==> src/rtl/stkidx_pkg.sv <==
// Shared request codes and sequencer states for the stack/index pointer unit.
package stkidx_pkg;

    typedef enum logic [2:0] {
        OP_PUSH  = 3'd0,
        OP_POP   = 3'd1,
        OP_CALL  = 3'd2,
        OP_RET   = 3'd3,
        OP_LOAD  = 3'd4,
        OP_STORE = 3'd5
    } op_e;

    localparam logic [1:0] AM_PLAIN   = 2'd0;
    localparam logic [1:0] AM_POSTINC = 2'd1;
    localparam logic [1:0] AM_PREDEC  = 2'd2;

    typedef enum logic {
        SQ_IDLE,
        SQ_SECOND
    } seq_e;

endpackage

==> src/rtl/stkidx_sp.sv <==
// Stack pointer register.
// Holds a 2*DW bit pointer that software loads one byte at a time. inc/dec
// step the whole pointer; a byte write in the same cycle overrides that byte.
// Assumes inc and dec are never high together (the controller guarantees it).
module stkidx_sp #(
    parameter int DW      = 8,
    parameter int SP_INIT = 'h045F
) (
    input  logic            clk,
    input  logic            rst_n,
    input  logic            wr_hi,
    input  logic            wr_lo,
    input  logic [DW-1:0]   wdata,
    input  logic            inc,
    input  logic            dec,
    output logic [2*DW-1:0] sp
);
    localparam int AW = 2 * DW;

    logic [AW-1:0] sp_q;
    logic [AW-1:0] sp_nxt;

    // Next value: step first, then let byte writes take their byte.
    always_comb begin
        sp_nxt = sp_q;
        if (inc)
            sp_nxt = sp_q + AW'(1);
        else if (dec)
            sp_nxt = sp_q - AW'(1);
        if (wr_hi)
            sp_nxt[AW-1:DW] = wdata;
        if (wr_lo)
            sp_nxt[DW-1:0] = wdata;
    end

    // State register with synchronous reset to the configured top of stack.
    always_ff @(posedge clk) begin
        if (!rst_n)
            sp_q <= AW'(SP_INIT);
        else
            sp_q <= sp_nxt;
    end

    assign sp = sp_q;

endmodule

==> src/rtl/stkidx_ptrbank.sv <==
// Index pointer bank.
// NPTR pointers of 2*DW bits, each shadowing a register pair starting at
// register BASE (low byte in the even register). Steps touch only the low
// byte so a pointer wraps inside its page. A register write beats a step.
// Assumes NPTR >= 2 and BASE + 2*NPTR fits in REG_AW bits.
module stkidx_ptrbank #(
    parameter int DW     = 8,
    parameter int NPTR   = 3,
    parameter int REG_AW = 5,
    parameter int BASE   = 26,
    parameter int SELW   = 2
) (
    input  logic              clk,
    input  logic              rst_n,
    input  logic              wr_en,
    input  logic [REG_AW-1:0] wr_num,
    input  logic [DW-1:0]     wr_data,
    input  logic              step_en,
    input  logic [SELW-1:0]   step_sel,
    input  logic              step_down,
    input  logic [SELW-1:0]   rd_sel,
    output logic [2*DW-1:0]   rd_val,
    output logic [2*DW-1:0]   step_val
);
    localparam int PW = 2 * DW;

    logic [NPTR*PW-1:0] flat;

    for (genvar g = 0; g < NPTR; g++) begin : g_ptr
        logic [DW-1:0] lo_q;
        logic [DW-1:0] hi_q;
        logic          hit_lo;
        logic          hit_hi;
        logic          stepped;

        assign hit_lo  = wr_en && (wr_num == REG_AW'(BASE + 2 * g));
        assign hit_hi  = wr_en && (wr_num == REG_AW'(BASE + 2 * g + 1));
        assign stepped = step_en && (step_sel == SELW'(g));

        // Low byte: register write, otherwise in-page step.
        always_ff @(posedge clk) begin
            if (!rst_n)
                lo_q <= '0;
            else if (hit_lo)
                lo_q <= wr_data;
            else if (stepped)
                lo_q <= step_down ? lo_q - DW'(1) : lo_q + DW'(1);
        end

        // High byte: changed only by a register write.
        always_ff @(posedge clk) begin
            if (!rst_n)
                hi_q <= '0;
            else if (hit_hi)
                hi_q <= wr_data;
        end

        assign flat[g*PW +: PW] = {hi_q, lo_q};
    end

    // Read and step-operand multiplexers; unused selects return zero.
    always_comb begin
        rd_val   = '0;
        step_val = '0;
        for (int i = 0; i < NPTR; i++) begin
            if (rd_sel == SELW'(i))
                rd_val = flat[i*PW +: PW];
            if (step_sel == SELW'(i))
                step_val = flat[i*PW +: PW];
        end
    end

endmodule

==> src/rtl/stkidx_ctrl.sv <==
// Request controller and address register.
// Decodes one request per cycle, expands call/return into two stack steps,
// computes the effective address and registers it with its flags.
// Assumes sp and idx_val are the current (pre-update) pointer values.
module stkidx_ctrl
    import stkidx_pkg::*;
#(
    parameter int AW          = 16,
    parameter int DW          = 8,
    parameter int SELW        = 2,
    parameter int STACK_FLOOR = 'h0060
) (
    input  logic            clk,
    input  logic            rst_n,
    input  logic            req_valid,
    input  logic [2:0]      req_op,
    input  logic [1:0]      req_mode,
    input  logic [AW-1:0]   sp,
    input  logic [AW-1:0]   idx_val,
    output logic            sp_inc,
    output logic            sp_dec,
    output logic            step_en,
    output logic            step_down,
    output logic            busy,
    output logic            addr_valid,
    output logic [AW-1:0]   addr,
    output logic            addr_is_write,
    output logic            addr_hi_byte,
    output logic            stack_err
);
    seq_e          seq_q, seq_nxt;
    logic          call_q, call_nxt;
    logic          accept;
    logic          go;
    logic          is_stack;
    logic          wr;
    logic          hib;
    logic [AW-1:0] ea;

    assign accept = req_valid && (seq_q == SQ_IDLE);
    assign busy   = (seq_q == SQ_SECOND);

    // Decode: choose address, flags and pointer steps for this cycle.
    always_comb begin
        seq_nxt   = seq_q;
        call_nxt  = call_q;
        go        = 1'b0;
        is_stack  = 1'b0;
        wr        = 1'b0;
        hib       = 1'b0;
        ea        = sp;
        sp_inc    = 1'b0;
        sp_dec    = 1'b0;
        step_en   = 1'b0;
        step_down = 1'b0;
        if (seq_q == SQ_SECOND) begin
            go       = 1'b1;
            is_stack = 1'b1;
            seq_nxt  = SQ_IDLE;
            if (call_q) begin
                ea     = sp;
                sp_dec = 1'b1;
                wr     = 1'b1;
                hib    = 1'b1;
            end else begin
                ea     = sp + AW'(1);
                sp_inc = 1'b1;
            end
        end else if (accept) begin
            case (req_op)
                OP_PUSH, OP_CALL: begin
                    go       = 1'b1;
                    is_stack = 1'b1;
                    ea       = sp;
                    sp_dec   = 1'b1;
                    wr       = 1'b1;
                    if (req_op == OP_CALL) begin
                        seq_nxt  = SQ_SECOND;
                        call_nxt = 1'b1;
                    end
                end
                OP_POP, OP_RET: begin
                    go       = 1'b1;
                    is_stack = 1'b1;
                    ea       = sp + AW'(1);
                    sp_inc   = 1'b1;
                    if (req_op == OP_RET) begin
                        hib      = 1'b1;
                        seq_nxt  = SQ_SECOND;
                        call_nxt = 1'b0;
                    end
                end
                OP_LOAD, OP_STORE: begin
                    go = 1'b1;
                    wr = (req_op == OP_STORE);
                    ea = idx_val;
                    if (req_mode == AM_POSTINC) begin
                        step_en = 1'b1;
                    end else if (req_mode == AM_PREDEC) begin
                        step_en   = 1'b1;
                        step_down = 1'b1;
                        ea        = {idx_val[AW-1:DW], idx_val[DW-1:0] - DW'(1)};
                    end
                end
                default: ;
            endcase
        end
    end

    // Sequencer state for the second half of call/return.
    always_ff @(posedge clk) begin
        if (!rst_n) begin
            seq_q  <= SQ_IDLE;
            call_q <= 1'b0;
        end else begin
            seq_q  <= seq_nxt;
            call_q <= call_nxt;
        end
    end

    // Output register: address, direction, byte marker and window check.
    always_ff @(posedge clk) begin
        if (!rst_n) begin
            addr_valid    <= 1'b0;
            addr          <= '0;
            addr_is_write <= 1'b0;
            addr_hi_byte  <= 1'b0;
            stack_err     <= 1'b0;
        end else begin
            addr_valid    <= go;
            addr          <= ea;
            addr_is_write <= wr;
            addr_hi_byte  <= hib;
            stack_err     <= go && is_stack && (ea < AW'(STACK_FLOOR));
        end
    end

endmodule

==> src/rtl/stkidx_unit.sv <==
// Stack and index pointer unit (top).
// Connects the stack pointer, the index pointer bank and the controller.
// Assumes the register file outside mirrors its writes onto reg_wr_*.
module stkidx_unit #(
    parameter int DATA_W       = 8,
    parameter int N_PTR        = 3,
    parameter int PTR_SEL_W    = 2,
    parameter int REG_NUM_W    = 5,
    parameter int PTR_REG_BASE = 26,
    parameter int SP_INIT      = 'h045F,
    parameter int STACK_FLOOR  = 'h0060
) (
    input  logic                  clk,
    input  logic                  rst_n,
    input  logic                  sp_wr_hi,
    input  logic                  sp_wr_lo,
    input  logic [DATA_W-1:0]     sp_wr_data,
    input  logic                  reg_wr_en,
    input  logic [REG_NUM_W-1:0]  reg_wr_num,
    input  logic [DATA_W-1:0]     reg_wr_data,
    input  logic                  req_valid,
    input  logic [2:0]            req_op,
    input  logic [PTR_SEL_W-1:0]  req_ptr,
    input  logic [1:0]            req_mode,
    input  logic [PTR_SEL_W-1:0]  ptr_rd_sel,
    output logic                  busy,
    output logic                  addr_valid,
    output logic [2*DATA_W-1:0]   addr,
    output logic                  addr_is_write,
    output logic                  addr_hi_byte,
    output logic                  stack_err,
    output logic [2*DATA_W-1:0]   sp_value,
    output logic [2*DATA_W-1:0]   ptr_rd_value
);
    localparam int ADDR_W = 2 * DATA_W;

    logic              sp_inc;
    logic              sp_dec;
    logic              step_en;
    logic              step_down;
    logic [ADDR_W-1:0] idx_val;

    stkidx_sp #(
        .DW      (DATA_W),
        .SP_INIT (SP_INIT)
    ) u_sp (
        .clk   (clk),
        .rst_n (rst_n),
        .wr_hi (sp_wr_hi),
        .wr_lo (sp_wr_lo),
        .wdata (sp_wr_data),
        .inc   (sp_inc),
        .dec   (sp_dec),
        .sp    (sp_value)
    );

    stkidx_ptrbank #(
        .DW     (DATA_W),
        .NPTR   (N_PTR),
        .REG_AW (REG_NUM_W),
        .BASE   (PTR_REG_BASE),
        .SELW   (PTR_SEL_W)
    ) u_bank (
        .clk       (clk),
        .rst_n     (rst_n),
        .wr_en     (reg_wr_en),
        .wr_num    (reg_wr_num),
        .wr_data   (reg_wr_data),
        .step_en   (step_en),
        .step_sel  (req_ptr),
        .step_down (step_down),
        .rd_sel    (ptr_rd_sel),
        .rd_val    (ptr_rd_value),
        .step_val  (idx_val)
    );

    stkidx_ctrl #(
        .AW          (ADDR_W),
        .DW          (DATA_W),
        .SELW        (PTR_SEL_W),
        .STACK_FLOOR (STACK_FLOOR)
    ) u_ctrl (
        .clk           (clk),
        .rst_n         (rst_n),
        .req_valid     (req_valid),
        .req_op        (req_op),
        .req_mode      (req_mode),
        .sp            (sp_value),
        .idx_val       (idx_val),
        .sp_inc        (sp_inc),
        .sp_dec        (sp_dec),
        .step_en       (step_en),
        .step_down     (step_down),
        .busy          (busy),
        .addr_valid    (addr_valid),
        .addr          (addr),
        .addr_is_write (addr_is_write),
        .addr_hi_byte  (addr_hi_byte),
        .stack_err     (stack_err)
    );

endmodule

==> config.mk <==
export PLATFORM = sky130hd
export DESIGN_NAME = stkidx_unit
export DESIGN_NICKNAME = d
export VERILOG_FILES = /design/src/rtl/stkidx_pkg.sv /design/src/rtl/stkidx_sp.sv /design/src/rtl/stkidx_ptrbank.sv /design/src/rtl/stkidx_ctrl.sv /design/src/rtl/stkidx_unit.sv
export SDC_FILE = /design/constraint.sdc
export NUM_CORES = 1
export LEC_CHECK = 0
export CAP_MARGIN = 25
export CORE_ASPECT_RATIO = 0.9
export CORE_MARGIN = 5
export CORE_UTILIZATION = 60
export DETAILED_ROUTE_END_ITERATION = 6
export DONT_BUFFER_PORTS = 1
export PLACE_DENSITY_LB_ADDON = 0.2
export SYNTH_ARGS = -nofsm -noshare
export SYNTH_HDL_FRONTEND = slang
export SYNTH_SLANG_ARGS = --single-unit
==> constraint.sdc <==
create_clock -name clk -period 5.7 [get_ports clk]
set_clock_uncertainty 0.2 [all_clocks]
set_input_delay 1.71 -clock clk [delete_from_list [all_inputs] [get_ports clk]]
set_output_delay 1.71 -clock clk [all_outputs]
set_load 0.005 [all_outputs]
Yosys cells after proc, flatten, opt, wreduce, memory -nomap -nowiden
Cells that the tools add are included.
- $add $sub $neg: 9
- bitwise gates (word level): 3
- magnitude comparators: 1
- equality and inequality tests: 19
- reductions and logical operators: 28
- muxes and demuxes: 60
- operator list (cell ; count):
    $mux 16 ; 11
    $mux 8 ; 13
    $mux 1 ; 32
    $pmux 16 s2 ; 1
    $sub 8x1->8 const B ; 4
    $eq 5x5->1 const B ; 6
    $add 8x1->8 const B ; 3
    $add 16x1->16 const B ; 1
    $lt 16x7->1 const B ; 1
    $sub 16x1->16 const B ; 1
    $logic_and 1x1->1 ; 12
    $reduce_bool 2->1 ; 4
    $eq 2x1->1 const B ; 3
    $eq 2x2->1 const B ; 3
    $eq 3x2->1 const B ; 2
    $eq 3x3->1 const B ; 2
    $pmux 1 s2 ; 3
    $reduce_bool 3->1 ; 2
    $reduce_or 2->1 ; 3
    $reduce_or 6->1 ; 1
    $reduce_and 5->1 ; 1
    $logic_not 2->1 ; 2
    $ne 2x1->1 const B ; 2
    $reduce_or 4->1 ; 1
    other kinds (4) ; 6
- register bits after elaboration: 86
- word-level logic and storage cells: 135
- input port bits: 36
- output and inout port bits: 53

Longest topological paths before layout
- depth after elaboration: 12
- depth in mapped cells: 13
- mapped depth without buffers: 12

Cells and area by module
Synthesis repeated with hierarchy kept, for this count alone.
- cells, all modules: 836
- area total of the unflattened synthesis: 6601.3 um^2
- by module, submodules not included (module ; area an instance (um^2) ; seq. area each (um^2) ; cells each ; instances):
    stkidx_ptrbank ; 3649.8 ; 960.9 ; 452 ; 1
    stkidx_ctrl ; 1514.0 ; 440.4 ; 199 ; 1
    stkidx_sp ; 1437.6 ; 320.3 ; 185 ; 1

Worst setup path before layout
OpenSTA, ideal clock, no wires.
- path kind: input port to flip-flop
- start: input port req_op[1]
- end: register u_bank.g_ptr[0].lo_q[7]
- buffers on the path: 0
- data arrival time: 4.647 ns
- library setup time: 0.133 ns
- slack: 0.721 ns
- stages: 12
- data required time: 5.367 ns
- cells stage by stage: nand2b_1 -> nor2_1 -> nand2_1 -> inv_1 -> ha_1 -> a21o_1 -> a211o_1 -> a2111oi_0 -> o311ai_0 -> o41ai_1 -> xnor2_1 -> a21oi_1
- word-level cells in the longest chain between the ends: 8
- elaborated cells on any way between the ends: 14
- those cells by class: eq/ne (2); mux (9); reduce/logical (3)
- ends and longest elaborated chain (item ; line ; RTL):
    start, declared ; stkidx_unit.sv:22 ; input logic [2:0] req_op,
    $eq 3x3->1 ; stkidx_ctrl.sv:70 ; case (req_op)
    $reduce_or 2->1 (*) ; stkidx_ctrl.sv:70 ;
    $mux 1 ; stkidx_ctrl.sv:70 ;
    $mux 1 ; stkidx_ctrl.sv:69 ; end else if (accept) begin
    $mux 1 ; stkidx_ctrl.sv:56 ; if (seq_q == SQ_SECOND) begin
    $mux 8 ; stkidx_ptrbank.sv:47 ; lo_q <= step_down ? lo_q - DW'(1) : lo_q + DW'(1);
    $mux 8 ; stkidx_ptrbank.sv:46 ; else if (stepped)
    $mux 8 ; stkidx_ptrbank.sv:44 ; else if (hit_lo)
    end signal, assigned ; stkidx_ptrbank.sv:45 ; lo_q <= wr_data;
    end signal, assigned ; stkidx_ptrbank.sv:47 ;
    end, declared ; stkidx_ptrbank.sv:30 ; logic [DW-1:0] lo_q;
Mark *: on every way between the ends. The rest lies on a longest branch, timed or not. The select of a mux whose other input is x is not followed.
A chain may end at the register's enable or synchronous reset.

Worst setup path in the final report
- start: input port req_op[1]
- end: register u_bank.g_ptr[2].lo_q[7]
- word-level cells in the longest chain between the ends: 8
- elaborated cells on any way between the ends: 14
- those cells by class: eq/ne (2); mux (9); reduce/logical (3)
- ends and longest elaborated chain (item ; line):
    $eq 3x3->1 ; stkidx_ctrl.sv:70
    $reduce_or 2->1 (*) ; stkidx_ctrl.sv:70
    $mux 1 ; stkidx_ctrl.sv:70
    $mux 1 ; stkidx_ctrl.sv:69
    $mux 1 ; stkidx_ctrl.sv:56
    $mux 8 ; stkidx_ptrbank.sv:47
    $mux 8 ; stkidx_ptrbank.sv:46
    $mux 8 ; stkidx_ptrbank.sv:44
    end signal, assigned ; stkidx_ptrbank.sv:45
    end signal, assigned ; stkidx_ptrbank.sv:47
    end, declared ; stkidx_ptrbank.sv:30
Marked as above.

==> flow_summary.json <==
{
  "fin_nets": 771,
  "hold_violations": 0,
  "synthSimpleGateAreaFrac_pct": 22.5,
  "rows": 35,
  "grt_setup_unrepaired": "no",
  "grt_pass1_wl_mm": 27.4,
  "clock_tree.root_cell": "clkbuf_16",
  "routed_via_density": 6.60,
  "final_util_pct": 63.4,
  "synth_fa_ha_area_share_pct": 5.90,
  "setup_tns_ns": 0,
  "grt_max_degree": 87,
  "hold-path-cell-count": 2,
  "irDropWorstVdd_uv": 250,
  "area_delta_synth_final_pct": 4.85,
  "die_w_um": 116,
  "synth_top_family_by_area": "simple AND/OR/NAND/NOR gates",
  "clockBufferDepth": 2,
  "core_mm2": 0.0101,
  "reg2reg_to": "u_bank.g_ptr[2].lo_q[7]",
  "drt-total-wl_mm": 17.3,
  "yosys_warnings": 0,
  "grt_pass1_vias": 5223,
  "first_iter_violations": 568,
  "synthesis.nets": 803,
  "wl_per_cell_um": 20.6,
  "arrival_ns": 4.85,
  "cts_buffers": 9,
  "r2r_start": "u_ctrl.busy",
  "crit_fanout": 13,
  "hold_start": "u_bank.g_ptr[0].hi_q[1]",
  "ys.flop_type": "dfxtp_1",
  "gp_congestion": 0.902,
  "initial_core_util_pct": 60.4,
  "io_pins": 89,
  "path_clk_slew_ns": 0.07,
  "seq_area_frac_synth_pct": 28.2,
  "die_y_um": 106,
  "portBuffers": 0,
  "drive_above_1_share_pct": 5.61,
  "yosys-top-cells-area": "dfxtp_1 28%, mux2i_1 12%, nand2_1 5.0%, ha_1 4.9%, nor2b_1 4.5%",
  "finalSetupViolCount": 0,
  "grtUsageTotal_pct": 28.0,
  "clkSinkCount": 86,
  "cts-htree-levels": 3,
  "tightest_slew_ns": 1.06,
  "n_fill_cell": 879,
  "synth-edff-count": 0,
  "hold_buffers": 0,
  "min_period_over_period_pct": 84.8,
  "synthMuxAreaShare_pct": 12.5,
  "antenna_found_initial": 0,
  "num_vias": 5553,
  "holdPathEnd": "u_bank.g_ptr[0].hi_q[1]",
  "cts_setup_buffers": 0,
  "maxCapViolations": 0,
  "power_density_mw_per_mm2": 217,
  "cts_tree": "done",
  "status": "finished clean",
  "syn_inst": 740,
  "final_antenna_net_count": 0,
  "syn_area_mm2": 0.00611,
  "synthArstFlopShare_pct": 0,
  "cp-start-kind": "input port",
  "synth.distinct_cells": 69,
  "drt-pass1-iter-count": 6,
  "die-area_mm2": 0.0123,
  "overflow": 0,
  "synth-compound-area-share_pct": 20.7,
  "hpwlAfterDp_mm": 12.5,
  "post_synth_xor_area_fraction_pct": 5.30,
  "yosys.area.top_type_share_pct": 28.2,
  "drc": 0,
  "yosysTopAreaCell": "dfxtp_1",
  "cp-end-kind": "flip-flop",
  "ys_ff_latch": 86,
  "worstSetupPathType": "input port to flip-flop",
  "avgSynthCellArea_um2": 8.26,
  "fin_crit_ns": 4.83,
  "max-slew-margin-rel_pct": 28.8,
  "rr_worst_depth": 12,
  "hp-class": "flip-flop to flip-flop",
  "cp.required_ns": 5.72,
  "fmax_mhz": 207,
  "slew_viol_final": 0,
  "p_leak_uw": 0.00246,
  "antennaDiodeCount": 0,
  "reg2reg_setup_slack_ns": 1.78,
  "clock_latency_ns": 0.34,
  "cts_resized": 0
}
==> through the flow <==
step                      std cells  power [µW]  setup slack, ns  cell area (µm²)  hold WS, ns
after floorplan                 740         803            0.721             6110        0.292
after global placement          826         816            0.829             6110        0.319
after detailed placement        826         820            0.710             6110        0.320
after CTS                       842        1400            0.958             6410        0.340
after global routing            842        1450            0.785             6410        0.361
final                           842        1390            0.865             6410        0.335
==> routing by layer <==
metal / track usage, % / wire, µm / vias to the layer above
met5: 0 / 0 / -
met4: 9.20 / 431 / 0
met3: 6.49 / 1590 / 37
met2: 40.8 / 7690 / 278
met1: 40.5 / 7630 / 2626
li1: - / - / 2612
==> power breakdown <==
part	leakage [µW]	switching (µW)	total (µW)	internal, µW
combinational	0.00161	83.3	153	69.8
sequential	0.000702	35.2	658	623
clock	0.000148	257	581	324
total	0.00246	376	1390	1020
==> worst max path at each step <==
stage / endpoint / start / depth (start not counted)
after global placement: u_bank.g_ptr[0].lo_q[7] / req_op[1] / 12
final: u_bank.g_ptr[2].lo_q[7] / req_op[1] / 12
after floorplan: u_bank.g_ptr[0].lo_q[7] / req_op[1] / 12
after detailed placement: u_bank.g_ptr[2].lo_q[7] / req_op[1] / 12
after global routing: u_bank.g_ptr[0].lo_q[7] / req_op[1] / 12
after CTS: u_bank.g_ptr[2].lo_q[7] / req_op[1] / 12
==> cell usage after synthesis, types with 15 or more instances <==
master	instances
nand2_1	81
clkbuf_1	29
ha_1	24
o211a_1	16
and2_1	15
o21ai_0	48
mux2i_1	72
dfxtp_1	86
nor2_1	37
inv_1	20
nor2b_1	44
xnor2_1	31
a21oi_1	41
==> critical path: stages <==
cell and delay (ns):
nand2b_1 0.18, nor2_1 0.22, nand2_1 0.25, inv_1 0.40
buf_4 0.25, ha_1 0.29, a211o_1 0.31, a2111oi_0 0.57
o311ai_0 0.27, o41ai_1 0.13, xnor2_1 0.16, a21oi_1 0.09
==> sequential cells by signal, indices dropped and copies added (netlist names) <==
name                  count
u_ctrl.busy               1
u_sp.sp                  16
u_ctrl.stack_err          1
u_ctrl.call_q             1
u_bank.g_ptr.lo_q        24
u_ctrl.addr_valid         1
u_ctrl.addr_is_write      1
u_bank.g_ptr.hi_q        24
u_ctrl.addr              16
u_ctrl.addr_hi_byte       1
==> cell type report <==
type / count / area, µm² / area share [%]
multi-input combinational: 584 / 4100 / 64.0
sequential: 86 / 1720 / 26.9
clock buffer: 11 / 253 / 3.94
tap: 129 / 161 / 2.52
inverter: 20 / 75.1 / 1.17
timing repair buffer: 7 / 52.6 / 0.820
clock inverter: 5 / 42.5 / 0.664
==> placed cells by master, fill, tap and decap left out, types with 4 or more instances in the layout <==
cell	count
dfxtp_1	86
nand2_1	81
mux2i_1	72
o21ai_0	48
nor2b_1	44
a21oi_1	41
nor2_1	37
xnor2_1	31
ha_1	24
inv_1	20
o211a_1	16
and2_1	15
nand2b_1	12
nand3_1	12
nor3_1	11
nand4_1	10
clkbuf_16	9
o2bb2ai_1	8
nor4_1	8
o211ai_1	8
a21boi_0	7
buf_4	7
xor2_1	6
a21o_1	6
nor3b_1	6
and3_1	4
o22ai_1	4
o21a_1	4
or3_1	4
==> cells by family after synthesis <==
| logic type | count (synthesis) |
|---|---|
| AOI/OAI and AO/OA | 183 |
| DFF | 86 |
| adders and majority gates | 27 |
| buffers and inverters | 70 |
| xor gates and xnor gates | 37 |
| muxes | 75 |
| and+or+nand+nor | 262 |
Note: power is estimated with default switching activity, not from simulation.
